<file path="src/rtl/spi_sck_pkg.sv">
package spi_sck_pkg;

    localparam int PRESC_W = 5;
    localparam int LOW_W   = PRESC_W - 1;
    localparam int RATIO_W = PRESC_W;
    localparam int HALF_W  = PRESC_W - 1;
    localparam int MIN_RATIO = 2;

    // idle level of SCK while reset is held (polarity 1 of the default mode)
    localparam logic RESET_SCK = 1'b1;

    typedef logic [PRESC_W-1:0] presc_t;
    typedef logic [RATIO_W-1:0] ratio_t;
    typedef logic [HALF_W-1:0]  half_t;

    typedef enum logic {
        PH_IDLE   = 1'b0,
        PH_ACTIVE = 1'b1
    } sck_phase_t;

    typedef struct packed {
        half_t idle_len;   // cycles at idle level
        half_t act_len;    // cycles at active level
    } halves_t;

    typedef struct packed {
        logic cpol;
        logic cpha;
        logic capt;
    } sck_mode_t;

    function automatic ratio_t code_to_ratio(input presc_t code);
        ratio_t r;
        if (code[PRESC_W-1])
            r = {code[LOW_W-1:0], 1'b0};
        else
            r = ratio_t'(code);
        if (r < ratio_t'(MIN_RATIO))
            r = ratio_t'(MIN_RATIO);
        return r;
    endfunction

    function automatic halves_t split_ratio(input ratio_t r);
        halves_t h;
        ratio_t  idle_full;
        h.act_len = r[RATIO_W-1:1];
        idle_full = r - {1'b0, r[RATIO_W-1:1]};
        h.idle_len = idle_full[HALF_W-1:0];
        return h;
    endfunction

endpackage

</file>
<file path="src/rtl/sck_ratio_latch.sv">
module sck_ratio_latch
    import spi_sck_pkg::*;
(
    input  logic    clk,
    input  logic    rst,
    input  logic    en,
    input  presc_t  code,
    output halves_t halves_q
);

    halves_t halves_d;

    always_comb begin
        halves_d = split_ratio(code_to_ratio(code));
    end

    always_ff @(posedge clk) begin
        if (rst)
            halves_q <= split_ratio(ratio_t'(MIN_RATIO));
        else if (!en)
            halves_q <= halves_d;
    end


    ratio_hold_chk: assert property (@(posedge clk) disable iff (rst)
        (en && $past(en)) |-> $stable(halves_q));


    half_nonzero_chk: assert property (@(posedge clk) disable iff (rst)
        (halves_q.idle_len != '0) && (halves_q.act_len != '0));


    half_order_chk: assert property (@(posedge clk) disable iff (rst)
        (halves_q.idle_len >= halves_q.act_len) &&
        (halves_q.idle_len - halves_q.act_len <= half_t'(1)));

endmodule

</file>
<file path="src/rtl/sck_half_timer.sv">
module sck_half_timer
    import spi_sck_pkg::*;
(
    input  logic       clk,
    input  logic       rst,
    input  logic       en,
    input  halves_t    halves,
    output logic       lead_hit,
    output logic       trail_hit,
    output sck_phase_t phase_nxt
);

    half_t      cnt_q;
    sck_phase_t phase_q;
    half_t      cur_len;
    logic       hit;

    always_comb begin
        cur_len   = (phase_q == PH_IDLE) ? halves.idle_len : halves.act_len;
        hit       = en && (cnt_q == cur_len - half_t'(1));
        lead_hit  = hit && (phase_q == PH_IDLE);
        trail_hit = hit && (phase_q == PH_ACTIVE);
        if (!en)
            phase_nxt = PH_IDLE;
        else if (hit)
            phase_nxt = (phase_q == PH_IDLE) ? PH_ACTIVE : PH_IDLE;
        else
            phase_nxt = phase_q;
    end

    always_ff @(posedge clk) begin
        if (rst || !en) begin
            cnt_q   <= '0;
            phase_q <= PH_IDLE;
        end else if (hit) begin
            cnt_q   <= '0;
            phase_q <= phase_nxt;
        end else begin
            cnt_q   <= cnt_q + half_t'(1);
        end
    end


    cnt_range_chk: assert property (@(posedge clk) disable iff (rst)
        en |-> (cnt_q < cur_len));


    restart_chk: assert property (@(posedge clk) disable iff (rst)
        !en |=> (cnt_q == '0) && (phase_q == PH_IDLE));

endmodule

</file>
<file path="src/rtl/sck_strobe_out.sv">
module sck_strobe_out
    import spi_sck_pkg::*;
(
    input  logic       clk,
    input  logic       rst,
    input  logic       en,
    input  sck_mode_t  mode,
    input  sck_phase_t phase_nxt,
    input  logic       lead_hit,
    input  logic       trail_hit,
    output logic       sck_o,
    output logic       launch_o,
    output logic       sample_o
);

    logic launch_d;
    logic sample_d;

    always_comb begin
        launch_d = mode.cpha ? lead_hit : trail_hit;
        sample_d = (mode.cpha == mode.capt) ? lead_hit : trail_hit;
    end

    always_ff @(posedge clk) begin
        if (rst) begin
            sck_o    <= RESET_SCK;
            launch_o <= 1'b0;
            sample_o <= 1'b0;
        end else begin
            sck_o    <= mode.cpol ^ (phase_nxt == PH_ACTIVE);
            launch_o <= launch_d;
            sample_o <= sample_d;
        end
    end


    idle_level_chk: assert property (@(posedge clk) disable iff (rst)
        !en |=> (sck_o == $past(mode.cpol)) && !launch_o && !sample_o);


    launch_edge_chk: assert property (@(posedge clk) disable iff (rst)
        launch_o |-> (sck_o != $past(sck_o)) &&
                     (sck_o == ($past(mode.cpol) ^ $past(mode.cpha))));


    sample_edge_chk: assert property (@(posedge clk) disable iff (rst)
        sample_o |-> (sck_o != $past(sck_o)));


    launch_pulse_chk: assert property (@(posedge clk) disable iff (rst)
        launch_o |=> !launch_o);

endmodule

</file>
<file path="src/rtl/spi_sck_prescaler.sv">
module spi_sck_prescaler
    import spi_sck_pkg::*;
(
    input  logic               clk,
    input  logic               rst,
    input  logic               en_i,
    input  logic [PRESC_W-1:0] presc_i,
    input  logic               cpol_i,
    input  logic               cpha_i,
    input  logic               capt_i,
    output logic               sck_o,
    output logic               launch_o,
    output logic               sample_o
);

    halves_t    halves;
    sck_mode_t  mode;
    sck_phase_t phase_nxt;
    logic       lead_hit;
    logic       trail_hit;

    always_comb begin
        mode.cpol = cpol_i;
        mode.cpha = cpha_i;
        mode.capt = capt_i;
    end

    sck_ratio_latch u_latch (
        .clk      (clk),
        .rst      (rst),
        .en       (en_i),
        .code     (presc_i),
        .halves_q (halves)
    );

    sck_half_timer u_timer (
        .clk       (clk),
        .rst       (rst),
        .en        (en_i),
        .halves    (halves),
        .lead_hit  (lead_hit),
        .trail_hit (trail_hit),
        .phase_nxt (phase_nxt)
    );

    sck_strobe_out u_out (
        .clk       (clk),
        .rst       (rst),
        .en        (en_i),
        .mode      (mode),
        .phase_nxt (phase_nxt),
        .lead_hit  (lead_hit),
        .trail_hit (trail_hit),
        .sck_o     (sck_o),
        .launch_o  (launch_o),
        .sample_o  (sample_o)
    );


    reset_quiet_chk: assert property (@(posedge clk)
        rst |=> sck_o && !launch_o && !sample_o);

endmodule

</file>
<file path="config.mk">
export PLATFORM = sky130hd
export DESIGN_NAME = spi_sck_prescaler
export DESIGN_NICKNAME = d
export VERILOG_FILES = /design/src/rtl/spi_sck_pkg.sv /design/src/rtl/sck_ratio_latch.sv /design/src/rtl/sck_half_timer.sv /design/src/rtl/sck_strobe_out.sv /design/src/rtl/spi_sck_prescaler.sv
export SDC_FILE = /design/constraint.sdc
export NUM_CORES = 1
export LEC_CHECK = 0
export ABC_AREA = 1
export ABC_CLOCK_PERIOD_IN_PS = 2500
export BUFFER_PORTS_ARGS = -buffer_cell sky130_fd_sc_hd__clkbuf_2
export CAP_MARGIN = 20
export CORE_ASPECT_RATIO = 0.9
export CORE_MARGIN = 1.5
export CORE_UTILIZATION = 55
export DETAILED_ROUTE_END_ITERATION = 8
export GPL_ROUTABILITY_DRIVEN = 0
export PLACE_DENSITY_LB_ADDON = 0.12
export SYNTH_ARGS = -nofsm -noshare
export SYNTH_HDL_FRONTEND = slang
export SYNTH_HIERARCHICAL = 1
export SYNTH_SLANG_ARGS = --single-unit
</file>
<file path="constraint.sdc">
create_clock -name clk -period 2.5 [get_ports clk]
set_input_delay 0.25 -clock clk [delete_from_list [all_inputs] [get_ports clk]]
set_output_delay 0.25 -clock clk [all_outputs]
set_load 0.01 [all_outputs]
</file>
After elaboration in Yosys (flattened, before gate mapping). Index checks and enable logic that the tools add are counted.

Flip-flop bits (word level): 16. Latch bits: 0. Bits in writable memories: 0. Bits in read-only memories: 0. Output and inout port bits: 3. Word-level logic and storage cells: 29. Memories: 0.

Add/sub/neg operators: 3. Multiply operators: 0. Divide/modulo/power cells: 0. $lt $le $gt $ge: 1. Eq/ne operators: 2. Shift operators: 0. Mux-type cells: 8. Bitwise operators: 2. Reductions and logical operators: 6.

Operator list (count): $mux 5 (2); $lt 5x2->1 const B (1); $mux 1 (5); $add 4x1->4 const B (1); $eq 4x4->1 (1); $mux 4 (1); $sub 4x1->4 const B (1); $sub 4x4->4 (1); $logic_and 1x1->1 (3); $reduce_or 2->1 (1); $eq 1x1->1 (1); $logic_not 1->1 (1); $logic_or 1x1->1 (1); $not 1->1 (1); $xor 1x1->1 (1).

Longest topological paths before layout.
Depth after elaboration: 7. Depth in mapped cells: 19. Depth with buffers taken out: 18.

Modules after synthesis. Netlist, hierarchy kept.

Modules (own cells, without submodules): sck_ratio_latch (instances 1, cells each 72, area each 498.0 um^2); sck_half_timer (instances 1, cells each 84, area each 486.7 um^2); sck_strobe_out (instances 1, cells each 17, area each 122.6 um^2).

Worst setup path before layout. OpenSTA, ideal clock, no wires.

Path kind: register to register. Start: register u_timer.phase_q. End: register u_out.sck_o. Arrival: 1930 ps. Required time: 2382 ps. Path slack: 453 ps. Stages on the path, launching flop included: 17. Period minus slack after synthesis: 2047 ps. Cells stage by stage: dfxtp_1 -> buf_6 -> inv_8 -> nand2_2 -> nand2_2 -> ha_1 -> nand2_1 -> nand2_1 -> nor2_1 -> nand3_1 -> nor2_2 -> nand2_2 -> inv_1 -> ha_1 -> nor2_1 -> xnor2_1 -> nand2_1.

Longest elaborated chain between the ends: 7. Elaborated cells on any way between the ends: 8. Classes of those cells: add/sub: 1; eq/ne: 1; mux: 4; bitwise: 1; reduce/logical: 1.

RTL lines: start: declaration (line sck_half_timer.sv:14) `sck_phase_t phase_q;`; start signal: assignment (line sck_half_timer.sv:37) `phase_q <= phase_nxt;`; $mux 4 (line sck_half_timer.sv:19) `cur_len = (phase_q == PH_IDLE) ? halves.idle_len : halves.act_len;`; $sub 4x1->4 (line sck_half_timer.sv:20) `hit = en && (cnt_q == cur_len - half_t'(1));`; $eq 4x4->1 (line sck_half_timer.sv:20); $logic_and 1x1->1 (line sck_half_timer.sv:20); via u_timer.hit (line sck_half_timer.sv:16) `logic hit;`; $mux 1 (line sck_half_timer.sv:25) `else if (hit)`; $mux 1 (line sck_half_timer.sv:23) `if (!en)`; via phase_nxt (line spi_sck_prescaler.sv:18) `sck_phase_t phase_nxt;`; $xor 1x1->1 (line sck_strobe_out.sv:30) `sck_o <= mode.cpol ^ (phase_nxt == PH_ACTIVE);`; end signal: assignment (line sck_strobe_out.sv:30); end: declaration (line sck_strobe_out.sv:11) `output logic sck_o,`.

The timed path passes the listed nets, and every way through them passes these cells. A chain may end at the register's enable or synchronous reset.

Worst setup path in the final report. Same ends and word-level chain as after synthesis.

==> out/qor.csv <==
stage,metric,value,unit
yosys,synth.most_common_cell,nand2_1,
critical_path,cp_cell_sequence,inv_8 > nand2_2 > nand2_2 > ha_1 > nand2_1 > nand2_1 > nor2_1 > nand3_1 > nor2_2 > nand2_2 > inv_1 > ha_1 > nor2_1 > xnor2_1 > nand2_1,
cells_and_area,n_antenna_cell,0,
global_routing,antenna_found_initial,0,
yosys,postSynthAreaPerCell,6.40,sq um
timing,rsz0062_at_grt,false,
floorplanning,die_h,45.6,um
timing,final_max_slew_viol_count,0,
global_routing,grt_pass1_vias,904,
floorplanning,core-area,1910,sq um
critical_path,crit_path_end_kind,flip-flop,
place,port_buffers,13,
yosys,synthDominantCellAreaShare,28.9,%
clock_network,cts_buffers,3,
route,final_antenna_net_count,0,
clock_network,cts_setup_buffers,0,
critical_path,slowest_delay,0.47,ns
timing,setup_viol,0,
yosys,netlist_top_cells_area,"dfxtp_1 (29%), nand2_1 (15%), inv_1 (10%)",
cells_and_area,multi_input_area,626,sq um
floorplanning,rows,15,
floorplanning,start_util,57.8,%
yosys,yosys.area.top_type,dfxtp_1,
route,first_iter_violations,33,
clock_network,cts_num_sinks,16,
critical_path,crit_start,u_timer/phase_q,
global_routing,grt_pass1_wl,3680,um
route,routed.top_layer,met4,
yosys,syn_area,1110,sq um
power_and_ir_drop,powerDensity,508,nW/um^2
clock_network,cts_tree,built,
cells_and_area,syn_to_final_growth,9.15,%
timing,fin_crit,2.24,ns
route,wl_met2,1010,um
critical_path,reg2reg_from,u_timer/phase_q,
route,routed_via_density,4.93,
critical_path,cp_max_fo,9,
cells_and_area,fin_cells,212,
yosys,synthDistinctLibCells,22,
cells_and_area,nets,208,
route,wl,2210,um
timing,fmax,0.446,GHz
yosys,ys_async_sr_fraction,0,%
yosys,synth_common_cells,"nand2_1 (43), inv_1 (30), nor2_1 (19)",
cells_and_area,regArea,322,sq um
floorplanning,chipWidth,50.3,um
clock_network,h-tree-depth,1,
route,wl_per_cell,10.4,um
clock_network,cts.clk_slew.worst_paths,0.10,ns
place,place_inst,209,
timing,worstMarginPinSlew,0.318,ns
flow_run,cap_violations,0,
power_and_ir_drop,leakagePower,0.672,nW
route,firstDrtPassIters,4,
place,dp_hpwl,1810,um
route,wl_met3,104,um
critical_path,startpoint_type,flip-flop,
clock_network,clkLatencyLatePin,0.29,ns
yosys,mappedNetlistNets,192,
min_path,hp-class,in2reg,
yosys,seq_area_frac_synth,28.9,%
power_and_ir_drop,peakVddDrop,405,uV
clock_network,clk_path_buf_depth,2,
global_routing,overflow,0,
floorplanning,die_area,2290,sq um
timing,period_share,89.6,%
timing,skew,0.0137,ns
yosys,synth_edf_count,0,
clock_network,ctsRootBufferMaster,clkbuf_4,
timing,final-hold-violation-count,0,
cells_and_area,n_fill_cell,203,
route,wl_met1,1080,um
timing,setup_tns,0,ns
critical_path,crit_type,reg2reg,
min_path,min_from,cpol_i,
global_routing,globalRouteTotalUtil,21.8,%
floorplanning,io_pins,14,
yosys,synth_ff_type,dfxtp_1,
route,drc,0,
route,vias,1045,
yosys,syn-instance-count,173,
yosys,synth-warning-count,6,
cells_and_area,layout-drive-gt1-share,19.3,%
critical_path,cp.arrival,2.43,ns
global_routing,grt_max_degree,12,
timing,slew_headroom,78.8,%
status,status,completed,
yosys,ys_seq_elements,16,
critical_path,required,2.69,ns
critical_path,critPathSlowestCell,dfxtp_2,
## routing by layer
metal / global-route usage (%) / up-vias
met4: 4.86 / 0
met3: 6.91 / 2
met2: 38.9 / 16
met5: 0 / -
li1: - / 563
met1: 25.8 / 464
## cells in the final DEF, fill, tap and decap left out, types with 5 or more instances in the layout
cell	instances
nand2_1	43
inv_1	30
nor2_1	19
nand3_1	16
dfxtp_1	15
clkbuf_2	13
nand2_2	11
ha_1	8
inv_2	5
a21oi_1	5
o21ai_0	5
## worst max-delay path: cells and delay by family, from the launching register on
| family | cells | cell delay [ns] |
|---|---|---|
| and+or+nand+nor | 10 | 0.83 |
| adders and majority gates | 2 | 0.55 |
| DFF | 1 | 0.47 |
| buffers and inverters | 2 | 0.16 |
| xor gates and xnor gates | 1 | 0.14 |
## cell families (layout without fill, tap and decap cells)
kind of cell | after synthesis | count (layout) | synth area share [%]
and+or+nand+nor | 91 | 91 | 35.6
xor gates and xnor gates | 4 | 4 | 3.16
DFF | 16 | 16 | 28.9
buffers and inverters | 38 | 52 | 14.6
muxes | 1 | 1 | 0.904
AOI/OAI and AO/OA | 15 | 15 | 7.80
adders and majority gates | 8 | 8 | 9.04
## cell type report
class | count | share of cell area [%]
inverter | 36 | 11.8
multi-input combinational | 119 | 51.8
tap | 25 | 2.59
clock buffer | 3 | 1.86
timing repair buffer | 13 | 5.38
sequential | 16 | 26.6
## sequential cells by signal (all words and copies together) (netlist names)
register,count
u_latch/halves_q,8
u_timer/cnt_q,4
u_out/launch_o,1
u_out/sample_o,1
u_out/sck_o,1
u_timer/phase_q,1
## final timing paths
| path | end | slack [ns] | cells after the start |
|---|---|---|---|
| worst max-delay path | u_out/sck_o | 0.26 | 15 |
| worst min-delay path | u_out/sck_o | 0.17 | 3 |
| worst max register to register | u_out/sck_o | 0.26 | 15 |
| worst min register to register | u_timer/cnt_q[0] | 0.49 | 1 |
## metrics by stage
stage                     area, sq um  worst slack (ns)  total power, mW  util (%)  hold slack (ns)
final                            1210             0.259            0.615      63.1            0.169
after global routing             1210             0.110            0.665      63.1            0.163
after CTS                        1210             0.117            0.622      63.1            0.166
after detailed placement         1180             0.134            0.486      61.9            0.472
after global placement           1180             0.263            0.476      61.9            0.457
after floorplan                  1110             0.453            0.438         -            0.346
## repair_timing
item / 4_1_cts / 5_1_grt
endpoints found under the setup margin: 0 / 1
resized for setup: 0 / 1
hold buffers: 0 / 0
## power breakdown
| part | switching (mW) | internal, mW | leakage (nW) |
|---|---|---|---|
| clock | 0.0784 | 0.0560 | 0.0138 |
| sequential | 0.0135 | 0.274 | 0.132 |
| combinational | 0.118 | 0.0753 | 0.526 |
| total | 0.210 | 0.405 | 0.672 |
Power figures use the tool's default switching activity.
